[src/rtl/crc_chk_pkg.sv]
package crc_chk_pkg;

    typedef enum logic {
        FR_IDLE   = 1'b0,
        FR_ACTIVE = 1'b1
    } frame_state_e;

    // Per-bit decode of the current input bit, produced by the sequencer
    typedef struct packed {
        logic take;       // bit accepted this cycle
        logic first;      // first bit of a subframe
        logic pay;        // data bit
        logic last_pay;   // final data bit of a subframe
        logic byte_end;   // closes a group of 8 bits
        logic chk;        // checksum bit
        logic chk_first;  // first checksum bit
        logic last_chk;   // final checksum bit of a subframe
    } bit_ctl_t;

endpackage

[src/rtl/crc_frame_seq.sv]
module crc_frame_seq
    import crc_chk_pkg::*;
#(
    parameter int SUB_LEN = 48,
    parameter int CRC_W   = 16,
    parameter int NUM_SUB = 2,
    parameter int IDX_W   = 1
) (
    input  logic             clk,
    input  logic             rst,
    input  logic             in_valid,
    input  logic             in_sof,
    input  logic             in_eof,
    output bit_ctl_t         ctl,
    output logic [IDX_W-1:0] sub_idx
);

    localparam int PAY_LEN = SUB_LEN - CRC_W;
    localparam int POS_W   = $clog2(SUB_LEN);
    localparam logic [POS_W-1:0] POS_LAST     = POS_W'(SUB_LEN - 1);
    localparam logic [POS_W-1:0] POS_PAY_LAST = POS_W'(PAY_LEN - 1);
    localparam logic [POS_W-1:0] POS_CHK0     = POS_W'(PAY_LEN);
    localparam logic [IDX_W-1:0] SUB_LAST     = IDX_W'(NUM_SUB - 1);

    frame_state_e     state;
    logic [POS_W-1:0] pos, cur_pos;
    logic [IDX_W-1:0] sub, cur_sub;
    logic             frame_done;

    always_comb begin
        cur_pos        = in_sof ? '0 : pos;
        cur_sub        = in_sof ? '0 : sub;
        ctl            = '0;
        ctl.take       = in_valid && (in_sof || state == FR_ACTIVE);
        ctl.first      = ctl.take && (cur_pos == '0);
        ctl.pay        = ctl.take && (cur_pos <= POS_PAY_LAST);
        ctl.last_pay   = ctl.take && (cur_pos == POS_PAY_LAST);
        ctl.byte_end   = ctl.take && ((32'(cur_pos) % 32'd8) == 32'd7);
        ctl.chk        = ctl.take && (cur_pos > POS_PAY_LAST);
        ctl.chk_first  = ctl.take && (cur_pos == POS_CHK0);
        ctl.last_chk   = ctl.take && (cur_pos == POS_LAST);
        frame_done     = ctl.last_chk && (cur_sub == SUB_LAST);
        sub_idx        = cur_sub;
    end

    always_ff @(posedge clk) begin
        if (rst) begin
            state <= FR_IDLE;
            pos   <= '0;
            sub   <= '0;
        end else if (ctl.take) begin
            state <= (in_eof || frame_done) ? FR_IDLE : FR_ACTIVE;
            if (ctl.last_chk) begin
                pos <= '0;
                sub <= (cur_sub == SUB_LAST) ? '0 : cur_sub + 1'b1;
            end else begin
                pos <= cur_pos + 1'b1;
                sub <= cur_sub;
            end
        end
    end

    AST_POS_BOUND: assert property (@(posedge clk) disable iff (rst)
        pos <= POS_LAST);
    AST_SUB_BOUND: assert property (@(posedge clk) disable iff (rst)
        sub <= SUB_LAST);
    AST_EOF_CLOSES: assert property (@(posedge clk) disable iff (rst)
        (ctl.take && in_eof) |=> (state == FR_IDLE));

endmodule

[config.mk]
export PLATFORM = sky130hd
export DESIGN_NAME = crc_frame_seq
export DESIGN_NICKNAME = d
export VERILOG_FILES = /design/src/rtl/crc_chk_pkg.sv /design/src/rtl/crc_frame_seq.sv
export SDC_FILE = /design/constraint.sdc
export NUM_CORES = 1
export LEC_CHECK = 0
export CORE_MARGIN = 5
export CORE_UTILIZATION = 42
export CTS_CLUSTER_SIZE = 8
export DETAILED_ROUTE_END_ITERATION = 8
export GPL_ROUTABILITY_DRIVEN = 1
export GPL_TIMING_DRIVEN = 0
export HOLD_SLACK_MARGIN = 0.1
export PLACE_DENSITY = 0.77
export SETUP_SLACK_MARGIN = 0.05
export SYNTH_ARGS = -nofsm -noshare
export SYNTH_HDL_FRONTEND = slang
export SYNTH_SLANG_ARGS = --single-unit
[constraint.sdc]
create_clock -name clk -period 1.7 [get_ports clk]
set_input_delay 0.34 -clock clk [delete_from_list [all_inputs] [get_ports clk]]
set_output_delay 0.34 -clock clk [all_outputs]
set_load 0.01 [all_outputs]
* Word-level counts from Yosys, hierarchy flattened
Cells that the tools add are included.
** Storage, ports and cells
- Bits of input ports :: 5
- Output and inout bits :: 9
- Register bits after elaboration :: 8
- Logic and storage cells :: 29
** Cells by class
- Mux-type cells :: 6
- Add/sub/neg operators :: 2
- Equal/unequal tests :: 4
- Magnitude comparators :: 2
- Reductions and logical operators :: 12
** Operator list (count)
- $eq 6x6->1 const B :: 2
- $mux 6 :: 2
- $logic_and 1x1->1 :: 9
- $add 6x1->6 const B :: 1
- $eq 6x5->1 const B :: 1
- $gt 6x5->1 const B :: 1
- $le 6x5->1 const B :: 1
- $logic_not 6->1 :: 1
- $mux 1 :: 4
- $eq 3x3->1 const B :: 1
- $logic_or 1x1->1 :: 2
- $add 1x1->1 const B :: 1

* Longest topological paths before layout
Gate-level depths: netlist of run 1.
- Word-level depth :: 6
- Gate-level depth with buffers :: 7
- Gate-level depth less buffers :: 5

* Least setup slack after synthesis of run 1
OpenSTA, ideal clock, no wires.
- Path kind :: input -> output
- Start point :: in in_sof
- End point :: out ctl[4] (netlist bit)
- Required time :: 1.360 ns
- Arrival :: 1.467 ns
- Stages on the path :: 7
- Path buffers :: 2
- Setup slack :: -0.107 ns
- Cell sequence :: buf_4 > buf_2 > nor2b_1 > ha_1 > and4b_1 > o211ai_1 > nor2_1
** RTL lines
- from (decl) :: RTL line crc_frame_seq.sv:12 : input logic in_sof,
- to (decl) :: RTL line crc_frame_seq.sv:14 : output bit_ctl_t ctl,

==> run metrics, run 1 <==
run status finished, violations left; violated checks setup timing; critical path startpoint category flop; relative contribution of sequential cells to total power a little under half; Post-route DRC 0; final worst path period share 110%; Clk pin slew, worst setup/hold paths 50 ps; CP delay by family, top simple AND/OR/NAND/NOR gates; Setup crit end kind primary output; Net Count, Synth just over 80; total gr overflow 0; fraction of layout cells with a size suffix above 1 about two fifths; Ant. Diodes 0; number of H-tree branching levels 1; worst-case clock buffer depth 2; number of antenna violations at the first check in global routing 0; port buffer count 12; pin count of the biggest net entering global routing 11; mean post-synth cell area between 8 and 9 µm²; share of power burned in the clock network about a third; Worst Hold Slack just under 500 ps; DRT Pass-1 Iters 4; first-pass GRT wire length approximately 2800 µm; final setup vio count 5; via-per-instance ratio a little under 6; Hold Fails Final Rpt 0; Syn. warnings 0; latest clock arrival within the worst-skew pair ~250 ps; worst endpoint required time around 1400 ps; highest net fanout along the worst path 4; Comb power frac 19.3%; I/O pin total 14; sink count of the clock tree 8; area of the core region ~1300 µm²; share of total power consumed by net switching between 20% and 30%; clock tree from TritonCTS done; half-perimeter wire length after detailed placement between 1000 and 1500 µm; DRT Wirelength between 1500 and 2000 µm; crit-path cells nor2b_4 -> ha_4 -> and4b_1 -> o211ai_1 -> nor2_1 -> buf_2; WP buf/inv 1; signal arrival time at the worst endpoint 1520 ps; maximum cell stage delay along the critical path between 300 and 400 ps; min Tclk post-route 1860 ps; headroom to the max-slew limit 71.2%; setup repair after global routing missed its margin yes; total of hold buffers inserted after clock tree synthesis 0; number of nets with antenna violations after routing 0; Peak Freq ~540 MHz; Static Leak between 0.3 and 0.4 nW; number of cells in the finished layout apart from fillers 116; startpoint-to-endpoint class of the critical path flop to primary output; overall die width between 40 and 50 µm; first-iteration detailed-routing DRC count 18; number of vias in the routed layout 674; most common cell after layout, fill and taps aside sky130_fd_sc_hd__buf_4; flip-flop and latch count after synthesis 8; total routing resource utilization after global routing between 10% and 20%; root cell of the clock tree sky130_fd_sc_hd__clkbuf_4; most frequent cells in the layout sky130_fd_sc_hd__buf_4, sky130_fd_sc_hd__nor2_1, sky130_fd_sc_hd__nand2_1; DP Area 776 µm²; gate count after technology mapping 74; power spent charging and discharging nets between 0.1 and 0.15 mW; Setup Total Neg Slack -315 ps; Routability Congestion between 0.8 and 0.9; number of nets in the layout 111; critical-path cell with the highest stage delay sky130_fd_sc_hd__dfxtp_2; number of global-route vias before repair between 600 and 700; power per cell area about 450 nW/µm²; Setup WS pre-CTS -665 ps; routed wire length per instance 15.1 µm; worst path setup slack after routing -162 ps; Seq/Total Area, Yosys a little over a quarter; post-layout instance area 940 µm²; path category of the worst min-delay check flop to flop; height of the chip 47.8 µm; Placed Instances roughly 100; synthesized cell area ~600 µm²; Area growth, synth to finish 56.5%; DIE AREA 2290 µm²; number of max-cap violations 0; Slew Viols, Final 0; Worst-Margin Slew ~430 ps; # fillers approximately 100; worst clock skew between 7 and 8 ps; count of unique library cells instantiated by Yosys 34; effective utilization at floorplan a little under half; Max VDD drop roughly 0.33 mV; internal power summed over all cells about 0.31 mW; count of standard-cell rows 13; number of clock buffers inserted by TritonCTS 3
-- worst reg2reg max path, stage by stage (launching register included) --
cell and delay (ps):
sky130_fd_sc_hd__dfxtp_2 330, sky130_fd_sc_hd__nor2b_4 170, sky130_fd_sc_hd__ha_4 170, sky130_fd_sc_hd__and4b_1 220
sky130_fd_sc_hd__o211ai_1 130, sky130_fd_sc_hd__buf_4 160, sky130_fd_sc_hd__buf_6 110, sky130_fd_sc_hd__buf_6 100
sky130_fd_sc_hd__buf_6 100, sky130_fd_sc_hd__a211oi_2 150
-- state kept, by name, summed over array words and instances, names as in the netlist --
signal	cells
pos	6
state	1
sub	1
-- cell families (layout without fill, tap and decap cells) --
kind of cell / count (synthesis) / in the layout / share of synthesized area, %
flops: 8 / 8 / 26.7
compound gates: 17 / 17 / 20.4
buf+inv: 8 / 35 / 5.83
fa+ha+maj: 3 / 3 / 6.25
simple gates: 38 / 38 / 40.8
-- final cells by class --
| cell class | instances | area (µm²) | area share (%) |
|---|---|---|---|
| well taps | 15 | 18.8 | 2.00 |
| repair buffers | 24 | 199 | 21.2 |
| inverters | 5 | 18.8 | 2.00 |
| plain buffers | 3 | 33.8 | 3.60 |
| multi-input cells | 58 | 480 | 51.1 |
| clock buffers | 3 | 22.5 | 2.40 |
| flip-flops and latches | 8 | 166 | 17.7 |
-- stage by stage --
stage | power (mW) | utilization (%)
5_1_grt | 0.435 | 70.5
2_1_floorplan | 0.236 | -
3_3_place_gp | 0.262 | 58.2
3_5_place_dp | 0.263 | 58.2
4_1_cts | 0.421 | 67.4
6_report | 0.418 | 70.5
-- Yosys cell counts, drive strengths merged --
master | n | area, µm²
nand4b | 2 | 17.5
or3 | 1 | 6.26
nand3 | 3 | 20.0
nand2 | 6 | 22.5
and4b | 1 | 10.0
or4b | 1 | 10.0
and4 | 1 | 8.76
o2111ai | 1 | 8.76
o221ai | 1 | 8.76
a31oi | 1 | 6.26
o311ai | 1 | 8.76
buf | 2 | 12.5
nor2 | 6 | 22.5
a211oi | 2 | 15.0
nor3b | 2 | 15.0
nand2b | 3 | 18.8
nor2b | 6 | 37.5
and2 | 1 | 6.26
o21a | 1 | 7.51
clkbuf | 1 | 3.75
o41ai | 1 | 8.76
ha | 3 | 37.5
dfxtp | 8 | 160
o21ai | 1 | 8.76
nand3b | 2 | 27.5
nor4b | 1 | 8.76
a21oi | 4 | 20.0
o211ai | 4 | 30.0
inv | 5 | 18.8
nor4 | 1 | 6.26
or4 | 1 | 7.51
-- power groups by stage --
stage	clock network (mW)	registers [mW]	logic, mW
4_1_cts	0.149	0.194	0.0767
3_3_place_gp	0	0.198	0.0641
3_5_place_dp	0	0.198	0.0645
5_1_grt	0.152	0.195	0.0878
2_1_floorplan	0	0.198	0.0389
6_report	0.143	0.195	0.0809
-- worst paths after layout --
kind	from	to	slack, ps	depth (start not counted)
setup / recovery	pos[1]$_SDFFE_PP0P_	ctl[4]	-160	6
setup reg to reg	pos[1]$_SDFFE_PP0P_	pos[4]$_SDFFE_PP0P_	-10	9
hold / removal	state$_SDFFE_PP0P_	state$_SDFFE_PP0P_	490	2
hold reg to reg	state$_SDFFE_PP0P_	state$_SDFFE_PP0P_	490	2
-- metal layers --
| metal | GRT usage (%) | vias up | routed length (µm) |
|---|---|---|---|
| li1 | - | 330 | - |
| met1 | 20.5 | 314 | 720 |
| met2 | 29.8 | 26 | 841 |
| met3 | 5.64 | 4 | 162 |
| met4 | 3.76 | 0 | 30 |
| met5 | 0 | - | 0 |
-- what timing repair did --
| action | in CTS | in global routing |
|---|---|---|
| resized for setup | 46 | 3 |
| buffers inserted | 9 | 3 |
| pin swaps | 4 | 2 |
| endpoints found under the setup margin | 9 | 6 |
Note: power is estimated with default switching activity, not from simulation.
==> run 2, diff against run 1 <==
- SKIP_LAST_GASP: not set -> 1
==> run 2 against run 1 <==
  * The run still ends with setup timing left
  * Global-route usage fell by 0.38 points
  * Critical path type unchanged
  * Sequential share of layout area grew 0.43 points
  * Highest routed layer unchanged
  * Clock-buffer cell count unchanged
  * Non-clock buffer count unchanged
  * Power up 0.48%
==> run metrics, run 2 (synthesis results as in run 1) <==
critical-path cell with the highest stage delay sky130_fd_sc_hd__dfxtp_2; DRT Pass-1 Iters 4 (unchanged); path category of the worst min-delay check flop to flop; Hold Fails Final Rpt 0 (unchanged); highest net fanout along the worst path 4 (unchanged); sink count of the clock tree 8 (unchanged); worst clock skew 9.49 ps (+2.24 ps); power spent charging and discharging nets 0.107 mW (+2.0%); headroom to the max-slew limit 71.1% (-0.14 points); Largest register FFs 6 (unchanged); number of nets in the layout 111 (unchanged); internal power summed over all cells 0.313 mW (about the same); effective utilization at floorplan 45.0% (unchanged); min Tclk post-route 1890 ps (+28.4 ps); number of cells on the worst hold path 2 (unchanged); overall die width 47.8 µm (unchanged); root cell of the clock tree sky130_fd_sc_hd__clkbuf_4; half-perimeter wire length after detailed placement 1050 µm (unchanged); total routing resource utilization after global routing 16.8% (-0.38 points); clock tree from TritonCTS done; DIE AREA 2290 µm² (unchanged); Ant. Diodes 0 (unchanged); # fillers 110 (+5.8%); number of clock buffers inserted by TritonCTS 3 (unchanged); Static Leak 0.390 nW (-2.2%); Peak Freq 529 MHz (-1.5%); first-iteration detailed-routing DRC count 24 (+6); crit-path cells nor2b_4 -> ha_4 -> and4b_1 -> o211ai_1 -> nor2_1 -> buf_2; I/O pin total 14 (unchanged); number of vias in the routed layout 680 (+0.89%); final setup vio count 5 (unchanged); Setup WS pre-CTS -665 ps (unchanged); share of total power consumed by net switching 25.5% (+0.37 points); relative contribution of sequential cells to total power 46.3% (-0.3 points); Setup crit end kind primary output; number of cells on the worst reg-to-reg path 9 (unchanged); routed wire length per instance 15.2 µm (+0.63%); run status finished, violations left; critical path startpoint category flop; worst endpoint required time 1360 ps (about the same); first-pass GRT wire length 2710 µm (-2.5%); CP delay by family, top simple AND/OR/NAND/NOR gates; number of antenna violations at the first check in global routing 0 (unchanged); Comb power frac 19.2% (about the same); Slew Viols, Final 0 (unchanged); power per cell area 458 nW/µm² (+2.9%); number of max-cap violations 0 (unchanged); setup repair after global routing missed its margin yes; Max VDD drop 0.326 mV (about the same); Routability Congestion 0.838 (unchanged); Largest regs pos: 6 flops, state: 1 flops, sub: 1 flops; total gr overflow 0 (unchanged); overall power after layout 0.420 mW (+0.48%); startpoint-to-endpoint class of the critical path flop to primary output; worst-case clock buffer depth 2 (unchanged); post-layout instance area 917 µm² (-2.4%); utilization after layout 68.8% (-1.7 points); signal arrival time at the worst endpoint 1550 ps (+30 ps); Clk pin slew, worst setup/hold paths 60 ps (about the same); path length in cells of the critical path 6 (unchanged); fraction of layout cells with a size suffix above 1 38.6% (-2.0 points); pin count of the biggest net entering global routing 11 (unchanged); maximum cell stage delay along the critical path 330 ps (about the same); port buffer count 12 (unchanged); Worst Hold Slack 494 ps (+0.356 ps); worst path setup slack after routing -191 ps (-28.4 ps); Worst-Margin Slew 434 ps (+2.15 ps); violated checks setup timing; WP buf/inv 1 (unchanged); share of power burned in the clock network 34.5% (+0.4 points); most flop-heavy register pos; via-per-instance ratio 5.86 (+0.89%); most common cell after layout, fill and taps aside sky130_fd_sc_hd__buf_4; number of nets with antenna violations after routing 0 (unchanged); number of global-route vias before repair 631 (-1.6%); area of the core region 1330 µm² (unchanged); count of standard-cell rows 13 (unchanged); final worst path period share 111% (+1.7 points); Area growth, synth to finish 52.7%; DP Area 776 µm² (unchanged); height of the chip 47.8 µm (unchanged); latest clock arrival within the worst-skew pair 260 ps (about the same); DRT Wirelength 1770 µm (+0.63%); number of H-tree branching levels 1 (unchanged); most frequent cells in the layout sky130_fd_sc_hd__buf_4, sky130_fd_sc_hd__nor2_1, sky130_fd_sc_hd__nand2_1; Post-route DRC 0 (unchanged)
run 2: final cells by class:
class,instances,area [µm²],share of cell area [%]
Tap cell,15,18.8,2.05
Sequential cell,8,166,18.1
Multi-Input combinational cell,58,469,51.2
Buffer,3,33.8,3.68
Inverter,5,18.8,2.05
Timing Repair Buffer,24,188,20.5
Clock buffer,3,22.5,2.46
run 2: repair_timing:
item	4_1_cts	5_1_grt
pin swaps	3	2
setup buffers	9	3
resized for setup	41	3
hold buffers	0	0
setup endpoints to repair	9	6
cloned	0	0
run 2: path summary, 6_finish.rpt:
check	from	endpoint	slack, ps
hold reg to reg	state$_SDFFE_PP0P_	state$_SDFFE_PP0P_	490
setup reg to reg	pos[0]$_SDFFE_PP0P_	pos[4]$_SDFFE_PP0P_	-130
hold / removal	state$_SDFFE_PP0P_	state$_SDFFE_PP0P_	490
setup / recovery	pos[0]$_SDFFE_PP0P_	ctl[4]	-190
run 2: worst reg2reg max path, delay by kind of cell, from the launching register on:
family | cells | cell delay (ps)
simple gates | 2 | 390
fa+ha+maj | 1 | 170
flops | 1 | 330
compound gates | 2 | 350
buf+inv | 4 | 520
run 2: per-layer routing:
| metal | up-vias | global-route usage (%) | part of all wire [%] |
|---|---|---|---|
| met5 | - | 0 | 0 |
| met1 | 313 | 19.9 | 43 |
| met2 | 29 | 29.3 | 48 |
| li1 | 334 | - | - |
| met4 | 0 | 3.76 | 0.34 |
| met3 | 4 | 5.64 | 8.6 |
run 2: stage by stage:
stage	std cells	setup TNS (ps)
finish	116	-462
floorplan	74	0
global route	116	-804
detailed placement	101	-4330
CTS	113	-192
global placement	101	-4140
run 2: power groups by stage:
stage               clock network (mW)  registers (mW)  logic, mW
floorplan                            0           0.198     0.0389
global placement                     0           0.198     0.0641
detailed placement                   0           0.198     0.0645
CTS                              0.149           0.194     0.0763
global route                     0.152           0.195     0.0875
finish                           0.145           0.195     0.0807
